### config.mk
export PLATFORM = sky130hd
export DESIGN_NAME = priv_regfile
export DESIGN_NICKNAME = d
export VERILOG_FILES = /design/src/rtl/priv_pkg.sv /design/src/rtl/priv_access_chk.sv /design/src/rtl/priv_wide_bank.sv /design/src/rtl/priv_narrow.sv /design/src/rtl/priv_regfile.sv
export SDC_FILE = /design/constraint.sdc
export NUM_CORES = 2
export LEC_CHECK = 0
export BUFFER_PORTS_ARGS = -buffer_cell sky130_fd_sc_hd__buf_2
export CAP_MARGIN = 20
export CORE_MARGIN = 3
export CORE_UTILIZATION = 39
export DETAILED_ROUTE_END_ITERATION = 16
export SETUP_SLACK_MARGIN = 0.1
export SYNTH_ARGS = -nofsm -noshare
export SYNTH_HDL_FRONTEND = slang
export SYNTH_SLANG_ARGS = --single-unit
### constraint.sdc
create_clock -name clk -period 2.7 [get_ports clk]
set_input_delay 0.135 -clock clk [delete_from_list [all_inputs] [get_ports clk]]
set_output_delay 0.135 -clock clk [all_outputs]
set_load 0.01 [all_outputs]
### src/rtl/priv_pkg.sv
package priv_pkg;

   localparam int IDX_W = 6;

   typedef enum logic [IDX_W-1:0] {
      RI_IPL       = 6'd0,
      RI_AEN       = 6'd1,
      RI_ASUM      = 6'd2,
      RI_MCHK      = 6'd3,
      RI_SWI_SUM   = 6'd4,
      RI_SWI_REQ   = 6'd5,
      RI_FPEN      = 6'd6,
      RI_SCB       = 6'd7,
      RI_EXC       = 6'd8,
      RI_KSP       = 6'd9,
      RI_ESP       = 6'd10,
      RI_SSP       = 6'd11,
      RI_USP       = 6'd12,
      RI_PROC      = 6'd13,
      RI_VPT       = 6'd14,
      RI_SYSPT     = 6'd15,
      RI_VBND      = 6'd16,
      RI_ASID      = 6'd17,
      RI_PCB       = 6'd18,
      RI_PTB       = 6'd19,
      RI_CPUID     = 6'd20,
      RI_TBCHK     = 6'd21,
      RI_PERF      = 6'd22,
      RI_FIXUP     = 6'd23,
      RI_IPI       = 6'd24,
      RI_INV_ALL   = 6'd25,
      RI_INV_PROC  = 6'd26,
      RI_INV_ONE   = 6'd27,
      RI_INV_DATA  = 6'd28,
      RI_INV_INSTR = 6'd29
   } reg_id_e;

   // the 64-bit bank occupies a contiguous index window starting at the exception address
   localparam int WIDE_BASE = 8;
   localparam int WIDE_N    = 9;

   typedef struct packed {
      logic can_rd;
      logic can_wr;
      logic pal_only;
      logic feat_gated;
   } reg_attr_t;

   function automatic reg_attr_t attr_of(input logic [IDX_W-1:0] idx);
      reg_attr_t a;
      a = '0;
      case (idx)
         RI_IPL, RI_AEN, RI_ASUM, RI_MCHK, RI_FPEN, RI_SCB, RI_EXC,
         RI_ESP, RI_SSP, RI_USP, RI_PROC, RI_VPT, RI_PERF: begin
            a.can_rd = 1'b1;
            a.can_wr = 1'b1;
         end
         RI_KSP: begin
            a.can_rd   = 1'b1;
            a.can_wr   = 1'b1;
            a.pal_only = 1'b1;
         end
         RI_SYSPT, RI_VBND: begin
            a.can_rd     = 1'b1;
            a.can_wr     = 1'b1;
            a.feat_gated = 1'b1;
         end
         RI_SWI_SUM, RI_ASID, RI_PCB, RI_PTB, RI_CPUID, RI_TBCHK:
            a.can_rd = 1'b1;
         RI_SWI_REQ, RI_FIXUP, RI_IPI, RI_INV_ALL, RI_INV_PROC,
         RI_INV_ONE, RI_INV_DATA, RI_INV_INSTR:
            a.can_wr = 1'b1;
         default: a = '0;
      endcase
      return a;
   endfunction

endpackage

### src/rtl/priv_access_chk.sv
module priv_access_chk
   import priv_pkg::*;
#(
   parameter bit IS_WRITE = 1'b0
) (
   input  logic [IDX_W-1:0] idx,
   input  logic             pal,
   input  logic             feat_vb,
   output logic             err
);

   reg_attr_t attr;
   logic      dir_ok;

   assign attr = attr_of(idx);

   generate
      if (IS_WRITE) begin : g_wr
         assign dir_ok = attr.can_wr;
      end else begin : g_rd
         assign dir_ok = attr.can_rd;
      end
   endgenerate

   assign err = !dir_ok
              || (attr.pal_only   && !pal)
              || (attr.feat_gated && !feat_vb);

endmodule

### src/rtl/priv_wide_bank.sv
module priv_wide_bank #(
   parameter int DATA_W = 64,
   parameter int N      = 9
) (
   input  logic                      clk,
   input  logic                      rst,
   input  logic [N-1:0]              we,
   input  logic [DATA_W-1:0]         wdata,
   output logic [N-1:0][DATA_W-1:0]  q
);

   generate
      for (genvar g = 0; g < N; g++) begin : g_ent
         logic [DATA_W-1:0] r;
         always_ff @(posedge clk) begin
            if (rst)        r <= '0;
            else if (we[g]) r <= wdata;
         end
         assign q[g] = r;
      end
   endgenerate

endmodule

### src/rtl/priv_narrow.sv
module priv_narrow
   import priv_pkg::*;
#(
   parameter int DATA_W   = 64,
   parameter int AST_W    = 4,
   parameter int IPL_W    = 5,
   parameter int MCHK_W   = 5,
   parameter int MCHK_W1C = 3,
   parameter int SWI_W    = 16,
   parameter int SCB_W    = 32
) (
   input  logic                       clk,
   input  logic                       rst,
   input  logic                       wr_go,
   input  logic [IDX_W-1:0]           wr_idx,
   input  logic [DATA_W-1:0]          wr_data,
   input  logic [MCHK_W1C-1:0]        mchk_evt,
   output logic [IPL_W-1:0]           ipl_q,
   output logic [1:0][AST_W-1:0]      ast_q,
   output logic [MCHK_W-1:0]          mchk_q,
   output logic [SWI_W-1:0]           swi_q,
   output logic                       fpen_q,
   output logic [SCB_W-1:0]           scb_q
);

   localparam int LVL_W = $clog2(SWI_W);

   logic [LVL_W-1:0]  swi_lvl;
   logic [MCHK_W-1:0] mchk_nxt;
   logic [SWI_W-1:0]  swi_nxt;

   assign swi_lvl = wr_data[LVL_W-1:0];

   // two masked trap registers share one update rule
   generate
      for (genvar g = 0; g < 2; g++) begin : g_ast
         localparam logic [IDX_W-1:0] MY_IDX = IDX_W'(int'(RI_AEN) + g);
         logic [AST_W-1:0] r;
         always_ff @(posedge clk) begin
            if (rst)
               r <= '0;
            else if (wr_go && wr_idx == MY_IDX)
               r <= (r & wr_data[AST_W-1:0]) | wr_data[2*AST_W-1:AST_W];
         end
         assign ast_q[g] = r;
      end
   endgenerate

   always_comb begin
      mchk_nxt = mchk_q;
      if (wr_go && wr_idx == RI_MCHK) begin
         mchk_nxt[MCHK_W1C-1:0]      = mchk_q[MCHK_W1C-1:0] & ~wr_data[MCHK_W1C-1:0];
         mchk_nxt[MCHK_W-1:MCHK_W1C] = wr_data[MCHK_W-1:MCHK_W1C];
      end
      mchk_nxt[MCHK_W1C-1:0] = mchk_nxt[MCHK_W1C-1:0] | mchk_evt;
   end

   always_comb begin
      swi_nxt = swi_q;
      if (wr_go && wr_idx == RI_SWI_REQ && swi_lvl != '0)
         swi_nxt[swi_lvl] = 1'b1;
   end

   always_ff @(posedge clk) begin
      if (rst) begin
         ipl_q  <= '0;
         mchk_q <= '0;
         swi_q  <= '0;
         fpen_q <= 1'b0;
         scb_q  <= '0;
      end else begin
         mchk_q <= mchk_nxt;
         swi_q  <= swi_nxt;
         if (wr_go && wr_idx == RI_IPL)  ipl_q  <= wr_data[IPL_W-1:0];
         if (wr_go && wr_idx == RI_FPEN) fpen_q <= wr_data[0];
         if (wr_go && wr_idx == RI_SCB)  scb_q  <= wr_data[SCB_W-1:0];
      end
   end

endmodule

### src/rtl/priv_regfile.sv
module priv_regfile
   import priv_pkg::*;
#(
   parameter int                 DATA_W   = 64,
   parameter int                 AST_W    = 4,
   parameter int                 IPL_W    = 5,
   parameter int                 MCHK_W   = 5,
   parameter int                 MCHK_W1C = 3,
   parameter int                 SWI_W    = 16,
   parameter int                 SCB_W    = 32,
   parameter int                 VA_W     = 48,
   parameter int                 ASID_W   = 8,
   parameter logic [DATA_W-1:0]  CPU_ID   = '0
) (
   input  logic                 clk,
   input  logic                 rst,
   input  logic                 feat_asid,
   input  logic                 feat_vbound,
   input  logic [MCHK_W1C-1:0]  mchk_evt,
   input  logic [ASID_W-1:0]    ctx_asid,
   input  logic [DATA_W-1:0]    ctx_pcb_base,
   input  logic [DATA_W-1:0]    ctx_pt_base,
   input  logic                 rd_en,
   input  logic [IDX_W-1:0]     rd_idx,
   output logic                 rd_ack,
   output logic [DATA_W-1:0]    rd_data,
   output logic                 rd_err,
   input  logic                 wr_en,
   input  logic [IDX_W-1:0]     wr_idx,
   input  logic [DATA_W-1:0]    wr_data,
   output logic                 wr_ack,
   output logic                 wr_err,
   output logic                 wr_old_vld,
   output logic [DATA_W-1:0]    wr_old,
   output logic                 flush_all,
   output logic                 flush_one,
   output logic [DATA_W-1:0]    flush_addr
);

   // elaboration-time parameter checks
   generate
      if (2 * AST_W > DATA_W) begin : g_bad_ast
         $error("priv_regfile: AST_W too wide for DATA_W");
      end
      if (MCHK_W1C >= MCHK_W) begin : g_bad_mchk
         $error("priv_regfile: MCHK_W1C must be below MCHK_W");
      end
      if ((1 << $clog2(SWI_W)) != SWI_W) begin : g_bad_swi
         $error("priv_regfile: SWI_W must be a power of two");
      end
      if (SCB_W > DATA_W || VA_W > DATA_W || ASID_W > DATA_W || IPL_W > DATA_W) begin : g_bad_w
         $error("priv_regfile: field wider than DATA_W");
      end
   endgenerate

   function automatic logic [DATA_W-1:0] sext(input logic [DATA_W-1:0] v, input int w);
      logic [DATA_W-1:0] r;
      r = v;
      for (int i = 0; i < DATA_W; i++)
         if (i >= w) r[i] = v[w-1];
      return r;
   endfunction

   logic                         rd_err_c, wr_err_c, wr_go, pal_mode;
   logic [WIDE_N-1:0]            wide_we;
   logic [WIDE_N-1:0][DATA_W-1:0] wide_q;
   logic [IPL_W-1:0]             ipl_q;
   logic [1:0][AST_W-1:0]        ast_q;
   logic [MCHK_W-1:0]            mchk_q;
   logic [SWI_W-1:0]             swi_q;
   logic                         fpen_q;
   logic [SCB_W-1:0]             scb_q;
   logic [DATA_W-1:0]            rd_val, old_val;
   logic                         old_sel, is_fall, is_fone;

   priv_access_chk #(.IS_WRITE(1'b0)) u_rd_chk (
      .idx(rd_idx), .pal(pal_mode), .feat_vb(feat_vbound), .err(rd_err_c)
   );

   priv_access_chk #(.IS_WRITE(1'b1)) u_wr_chk (
      .idx(wr_idx), .pal(pal_mode), .feat_vb(feat_vbound), .err(wr_err_c)
   );

   assign wr_go = wr_en && !wr_err_c;

   generate
      for (genvar g = 0; g < WIDE_N; g++) begin : g_wwe
         assign wide_we[g] = wr_go && (wr_idx == IDX_W'(WIDE_BASE + g));
      end
   endgenerate

   priv_wide_bank #(.DATA_W(DATA_W), .N(WIDE_N)) u_wide (
      .clk(clk), .rst(rst), .we(wide_we), .wdata(wr_data), .q(wide_q)
   );

   // slot 0 of the wide bank is the exception address; its bit 0 marks PAL mode
   assign pal_mode = wide_q[0][0];

   priv_narrow #(
      .DATA_W(DATA_W), .AST_W(AST_W), .IPL_W(IPL_W), .MCHK_W(MCHK_W),
      .MCHK_W1C(MCHK_W1C), .SWI_W(SWI_W), .SCB_W(SCB_W)
   ) u_narrow (
      .clk(clk), .rst(rst), .wr_go(wr_go), .wr_idx(wr_idx), .wr_data(wr_data),
      .mchk_evt(mchk_evt), .ipl_q(ipl_q), .ast_q(ast_q), .mchk_q(mchk_q),
      .swi_q(swi_q), .fpen_q(fpen_q), .scb_q(scb_q)
   );

   always_comb begin
      rd_val = '0;
      for (int g = 0; g < WIDE_N; g++)
         if (rd_idx == IDX_W'(WIDE_BASE + g)) rd_val = wide_q[g];
      case (rd_idx)
         RI_IPL:     rd_val = sext(DATA_W'(ipl_q), IPL_W);
         RI_AEN:     rd_val = sext(DATA_W'(ast_q[0]), AST_W);
         RI_ASUM:    rd_val = sext(DATA_W'(ast_q[1]), AST_W);
         RI_MCHK:    rd_val = sext(DATA_W'(mchk_q), MCHK_W);
         RI_SWI_SUM: rd_val = sext(DATA_W'(swi_q), SWI_W);
         RI_FPEN:    rd_val = sext(DATA_W'(fpen_q), 1);
         RI_SCB:     rd_val = sext(DATA_W'(scb_q), SCB_W);
         RI_ASID:    rd_val = feat_asid ? DATA_W'(ctx_asid) : '0;
         RI_PCB:     rd_val = sext(ctx_pcb_base, VA_W);
         RI_PTB:     rd_val = ctx_pt_base;
         RI_CPUID:   rd_val = CPU_ID;
         default:    ;
      endcase
   end

   always_comb begin
      old_sel = 1'b0;
      old_val = '0;
      case (wr_idx)
         RI_IPL:  begin old_sel = 1'b1; old_val = DATA_W'(ipl_q);    end
         RI_AEN:  begin old_sel = 1'b1; old_val = DATA_W'(ast_q[0]); end
         RI_ASUM: begin old_sel = 1'b1; old_val = DATA_W'(ast_q[1]); end
         RI_PERF: begin old_sel = 1'b1; old_val = '0;                end
         default: ;
      endcase
   end

   assign is_fall = (wr_idx == RI_INV_ALL) || (wr_idx == RI_INV_PROC);
   assign is_fone = (wr_idx == RI_INV_ONE) || (wr_idx == RI_INV_DATA)
                 || (wr_idx == RI_INV_INSTR);

   always_ff @(posedge clk) begin
      if (rst) begin
         rd_ack     <= 1'b0;
         rd_err     <= 1'b0;
         rd_data    <= '0;
         wr_ack     <= 1'b0;
         wr_err     <= 1'b0;
         wr_old_vld <= 1'b0;
         wr_old     <= '0;
         flush_all  <= 1'b0;
         flush_one  <= 1'b0;
         flush_addr <= '0;
      end else begin
         rd_ack     <= rd_en;
         rd_err     <= rd_en && rd_err_c;
         rd_data    <= (rd_en && !rd_err_c) ? rd_val : '0;
         wr_ack     <= wr_en;
         wr_err     <= wr_en && wr_err_c;
         wr_old_vld <= wr_go && old_sel;
         wr_old     <= (wr_go && old_sel) ? old_val : '0;
         flush_all  <= wr_go && is_fall;
         flush_one  <= wr_go && is_fone;
         flush_addr <= (wr_go && is_fone) ? wr_data : '0;
      end
   end

endmodule

# Yosys cells after proc, flatten, opt, wreduce, memory -nomap -nowiden
# Index checks and enable logic that the tools add are counted.
# Widths: inputs -> output; s select.
[word_totals] ff_bits=842 out_inout_bits=199 elab_cells=159
[op_classes] n_lt_le_gt_ge=2 n_eq_ne=44 n_mux=22 bitwise=11 reduce_logical=53
[op_table] cell="$pmux 64 s11" n=1
[op_table] cell="$mux 64" n=9
[op_table] cell="$eq 6x4->1 const B" n=16
[op_table] cell="$eq 6x5->1 const B" n=16
[op_table] cell="$eq 6x3->1 const B" n=6
[op_table] cell="$logic_and 1x1->1" n=29
[op_table] cell="$eq 6x2->1 const B" n=4
[op_table] cell="$reduce_or 24->1" n=1
[op_table] cell="$reduce_or 22->1" n=1
[op_table] cell="$or 16x16->16" n=1
[op_table] cell="$pmux 5 s3" n=1
[op_table] cell="$eq 6x1->1 const B" n=2
[op_table] cell="$logic_not 6->1" n=2
[op_table] cell="$reduce_or 2->1" n=5
[op_table] cell="$and 4x4->4" n=2
[op_table] cell="$mux 1" n=8
[op_table] cell="$mux 8" n=1
[op_table] cell="$or 4x4->4" n=2
[op_table] cell="$logic_or 1x1->1" n=7
[op_table] cell="$logic_not 1->1" n=6
[op_table] cell="$lt 4x5->1 const B" n=1
[op_table] cell="$demux 1 s4" n=1
[op_table] cell="$ge 4x1->1 const B" n=1
[op_table] cell="$reduce_bool 4->1" n=1
[op_table] cell="other kinds (6)" n=8

# Longest topological paths before layout
[logic_depth] depth_word=11 mapped_depth=10 mapped_depth_nobuf=6

# By module
# From an unflattened synthesis, not the netlist that was laid out.
[unflattened] cells_unflattened=3500 area_unflattened_um2=34635.7
[modules_own_cells] mod="priv_wide_bank" n_inst=1 cells_per_inst=1919 area_per_inst_um2=21010.2
[modules_own_cells] mod="priv_regfile" n_inst=1 cells_per_inst=1274 area_per_inst_um2=10477.5
[modules_own_cells] mod="priv_narrow" n_inst=1 cells_per_inst=288 area_per_inst_um2=2991.6
[modules_own_cells] mod="priv_access_chk (u_rd_chk)" n_inst=1 cells_per_inst=9 area_per_inst_um2=78.8
[modules_own_cells] mod="priv_access_chk (u_wr_chk)" n_inst=1 cells_per_inst=10 area_per_inst_um2=77.6

# Least setup slack after synthesis
# No wires, ideal clock.
[synth_timing] kind="input to register" startpoint="input port rd_idx[1]" endpoint="register rd_data[12]" setup_ps=134 arrival_ps=1835 t_required_ps=2566 slack_ps=731 cell_stages=8 path_cell_list="buf_2 buf_6 buf_4 buf_2 buf_1 mux4_2 a221oi_1 nor4_1"
[synth_via] elab_chain_cells=11 elab_cells_between_ends=46 classes_between="eq/ne (21); mux (13); bitwise (1); reduce/logical (11)"
[synth_lines] item="start: declaration" line="priv_regfile.sv:24" rtl="input logic [IDX_W-1:0] rd_idx,"
[synth_lines] item="$eq 6x4->1" line="priv_pkg.sv:52, priv_regfile.sv:111"
[synth_lines] item="$mux 64 (9 in a row)" line="priv_regfile.sv:111" rtl="if (rd_idx == IDX_W'(WIDE_BASE + g)) rd_val = wide_q[g];"
[synth_lines] item="$pmux 64 s11" line="priv_regfile.sv:112" rtl="case (rd_idx)"
[synth_lines] item="end signal: assignment" line="priv_regfile.sv:159" rtl="rd_data <= (rd_en && !rd_err_c) ? rd_val : '0;"
[synth_lines] item="end: declaration" line="priv_regfile.sv:26" rtl="output logic [DATA_W-1:0] rd_data,"
# Several ways; a longest one is shown, not always the timed one.
# A chain may end at the register's enable or synchronous reset.

# Final worst setup path
[layout_timing] startpoint="register u_narrow.ipl_q[4]" endpoint="register rd_data[28]"
[layout_via] elab_chain_cells=1
[layout_lines] item="start: declaration" line="priv_narrow.sv:18" rtl="output logic [IPL_W-1:0] ipl_q,"
[layout_lines] item="start signal: assignment" line="priv_narrow.sv:74" rtl="if (wr_go && wr_idx == RI_IPL) ipl_q <= wr_data[IPL_W-1:0];"
[layout_lines] item="$pmux 64 s11" line="priv_regfile.sv:112"
# Every way passes these cells.

==> summary.txt <==
Outcome
  – Status: completed

Worst setup path
  – Startpoint Class: flip-flop
  – Slowest CP cell: dlygate4sd3_1
  – R2R Setup Slk: approximately 0.18 ns
  – CP peak stage delay: about 0.55 ns
  – WP data arrival: roughly 3 ns
  – Worst setup startpoint: u_narrow.ipl_q[4]
  – WS Path Type: flip-flop to flip-flop
  – RR Endpoint: rd_data[28]
  – Critical Path, Cell by Cell: mux4_2 > and2_1 > nor3_2 > buf_4 > and3_1 > dlygate4sd3_1 > nor4_1
  – Worst R2R Start: u_narrow.ipl_q[4]
  – Setup crit end kind: flip-flop
  – Reg2reg path depth: 7
  – Crit path max fanout: 16
  – Worst Path Required: 3.23 ns

Synth
  – Yosys warning count: 0
  – Share of the synthesized area in the top cell type: a little under half
  – Yosys top cell by area: dfxtp_1
  – Syn Std Cell Area: 32900 µm²
  – Synthesized netlist cell count: between 4000 and 5000
  – Synth Area per Inst: slightly above 8 µm²
  – Main flop type after synthesis: dfxtp_1
  – Post-synthesis sequential area ratio: a little under half
  – Post-synth EDFFs: 0
  – Library cells used by synthesis: between 70 and 80
  – #FFs+latches synth: 783
  – Ys async rst share: 0%
  – Top cells by area, synth: dfxtp_1 (48%), nand2_1 (15%), a21oi_1 (10%)

Floorplanning
  – I/O pin count: 420
  – Die area: 87800 µm²
  – Row count: ~110
  – CORE AREA: around 83000 µm²
  – DIE HEIGHT: about 300 µm
  – Initial Util: 39.7%
  – Die X: between 200 and 300 µm

Placement
  – Routability congestion estimate: about 0.8
  – DP Wirelength: between 60 and 70 mm
  – Worst slack at placement: 0.266 ns
  – Port buffer count: about 340
  – Placed Cells: just over 5000
  – Dpl cell area: roughly 36000 µm²

Detailed routing
  – Vias/cell: between 5 and 6
  – 1st-pass router iterations: 6
  – WL per Instance: roughly 22 µm
  – Drt drc: 0
  – Total Wirelength: approximately 120 mm
  – DR iter-0 viols: about 3000
  – Via count: just over 30000
  – Final ANT Viol Nets: 0

Power
  – Peak VDD IR: around 0.54 mV
  – Leakage: about 14 nW
  – Power Dens Cells: roughly 640 nW/µm²

STA
  – Final setup vio count: 0
  – RSZ-0062 raised after global routing: false
  – Clock skew: 0.0339 ns
  – Tmin final: ~2.5 ns
  – Setup ws final: around 0.18 ns
  – Slew HR: between 20% and 30%
  – FMAX: about 400 MHz
  – Least-Margin Pin Slew: about 1.2 ns
  – Slew Limit Fails: 0
  – Setup TNS: 0 ns
  – Fin. Hold Viols: 0
  – Final period util: about 93%

Clock tree
  – H-tree depth: 3
  – # resized after CTS: 0
  – Worst-case clock buffer depth: 3
  – # Post-CTS Setup Buffers: 0
  – TritonCTS Buffers: 87
  – Clk_lat worst skew: between 0.6 and 0.7 ns
  – Clock sinks: ~780
  – Clock Root Buffer: clkbuf_16
  – Hold-fix buffers at CTS: 154
  – TritonCTS clock tree: done
  – Clock transition at path regs: around 0.06 ns

GRT
  – Congestion Overflow GR: 0
  – Initial antenna violation count: 11
  – Vias in the first global route: between 20000 and 30000
  – Largest net degree at the start of global routing: approximately 210
  – Tot GR Track Use: 26.3%
  – First-pass GRT wire length: approximately 180 mm

Finish
  – Net count, final: 4559
  – Non-filler cells, final: between 5000 and 6000
  – Design area: 40200 µm²
  – Area delta synth->final: 22.2%
  – Layout cell share with drive strength beyond 1: between 10% and 20%
  – Commonest cells after routing, fill and taps aside: nand2_1 (1310), dfxtp_1 (783), a21oi_1 (687), buf_2 (341), dlygate4sd3_1 (154)
  – Most common cell after layout, fill and taps aside: nand2_1

Job
  – Max-cap viol count: 0

Worst hold path
  – Hold Path End: rd_data[14]
  – Hold Crit Depth: 4
  – Hold/Removal Path Class: input pin to flip-flop
  – Hold path start: ctx_pcb_base[14]
## worst max path at each step
| stage | slack [ns] | to | cells after the start |
|---|---|---|---|
| after floorplan | 0.73 | rd_data[12] | 8 |
| after global placement | 0.29 | rd_data[49] | 8 |
| after detailed placement | 0.27 | rd_data[49] | 8 |
| after CTS | 0.20 | rd_data[22] | 7 |
| after global routing | 0.10 | rd_data[28] | 7 |
| final | 0.18 | rd_data[28] | 7 |
## Yosys cell counts, types with 25 or more instances
cell type and instances:
clkbuf_1 290, mux2i_1 51, buf_4 76, o22a_1 43, o22ai_1 54, and2_1 68, mux4_2 68, nand2_1 1314
buf_2 60, nor4_1 26, a21oi_1 687, nor2_1 75, a221oi_1 80, nand3_1 25, o21ai_0 34, a22oi_1 48
dfxtp_1 783, and3_1 28
## flip-flops by register name, indices dropped and copies added (netlist names), 5 cells and up
name              cells
u_wide.g_ent.r      576
flush_addr           64
rd_data              64
u_narrow.scb_q       32
u_narrow.swi_q       16
u_narrow.g_ast.r      8
u_narrow.ipl_q        5
u_narrow.mchk_q       5
wr_old                5
## cells by family (layout without fill, tap and decap cells)
group,count (synthesis),after routing,synth area share (%)
and+or+nand+nor,1601,1601,20.1
AOI/OAI and AO/OA,1046,1046,19.2
DFF,783,783,47.7
buffers and inverters,474,799,6.60
muxes,123,123,6.36
other,1,64,0.0114
## cell type report
class                   count  area [µm²]
fillers                  7858       42600
flip-flops and latches    783       15700
clock inverters            33         489
well taps                1070        1340
repair buffers            615        4670
multi-input cells        2829       15400
diodes                      5        12.5
inverters                  22        82.6
clock buffers             129        2520
## routing by layer
metal | up-vias | share of wire [%] | routed length (µm) | GRT usage (%)
li1 | 14300 | - | - | -
met1 | 14600 | 43 | 51600 | 35.7
met2 | 1200 | 47 | 55800 | 42.9
met3 | 189 | 7.2 | 8610 | 4.34
met4 | 10 | 2.7 | 3190 | 8.54
met5 | - | 0.060 | 72 | 0
## worst max-delay path, delay by kind of cell, from the launching register on
kind          cells  cell delay [ns]
mux               1             0.47
simple gates      4             0.72
flops             1             0.35
buf+inv           2             0.83
## stage by stage
step | total power [mW] | hold WS (ns) | util (%)
2_1_floorplan | 12.9 | 0.219 | -
3_3_place_gp | 13.5 | 0.348 | 43.0
3_5_place_dp | 13.5 | 0.360 | 43.0
4_1_cts | 26.0 | 0.000965 | 48.5
5_1_grt | 26.6 | 0.0337 | 48.5
6_report | 25.8 | 0.0281 | 48.5
## power by group
part	switching, mW	internal (mW)	leakage [nW]	total, mW
registers	0.0285	11.6	6.31	11.6
clock network	5.11	7.32	1.48	12.4
logic	1.12	0.629	6.53	1.75
Power figures use the tool's default switching activity.
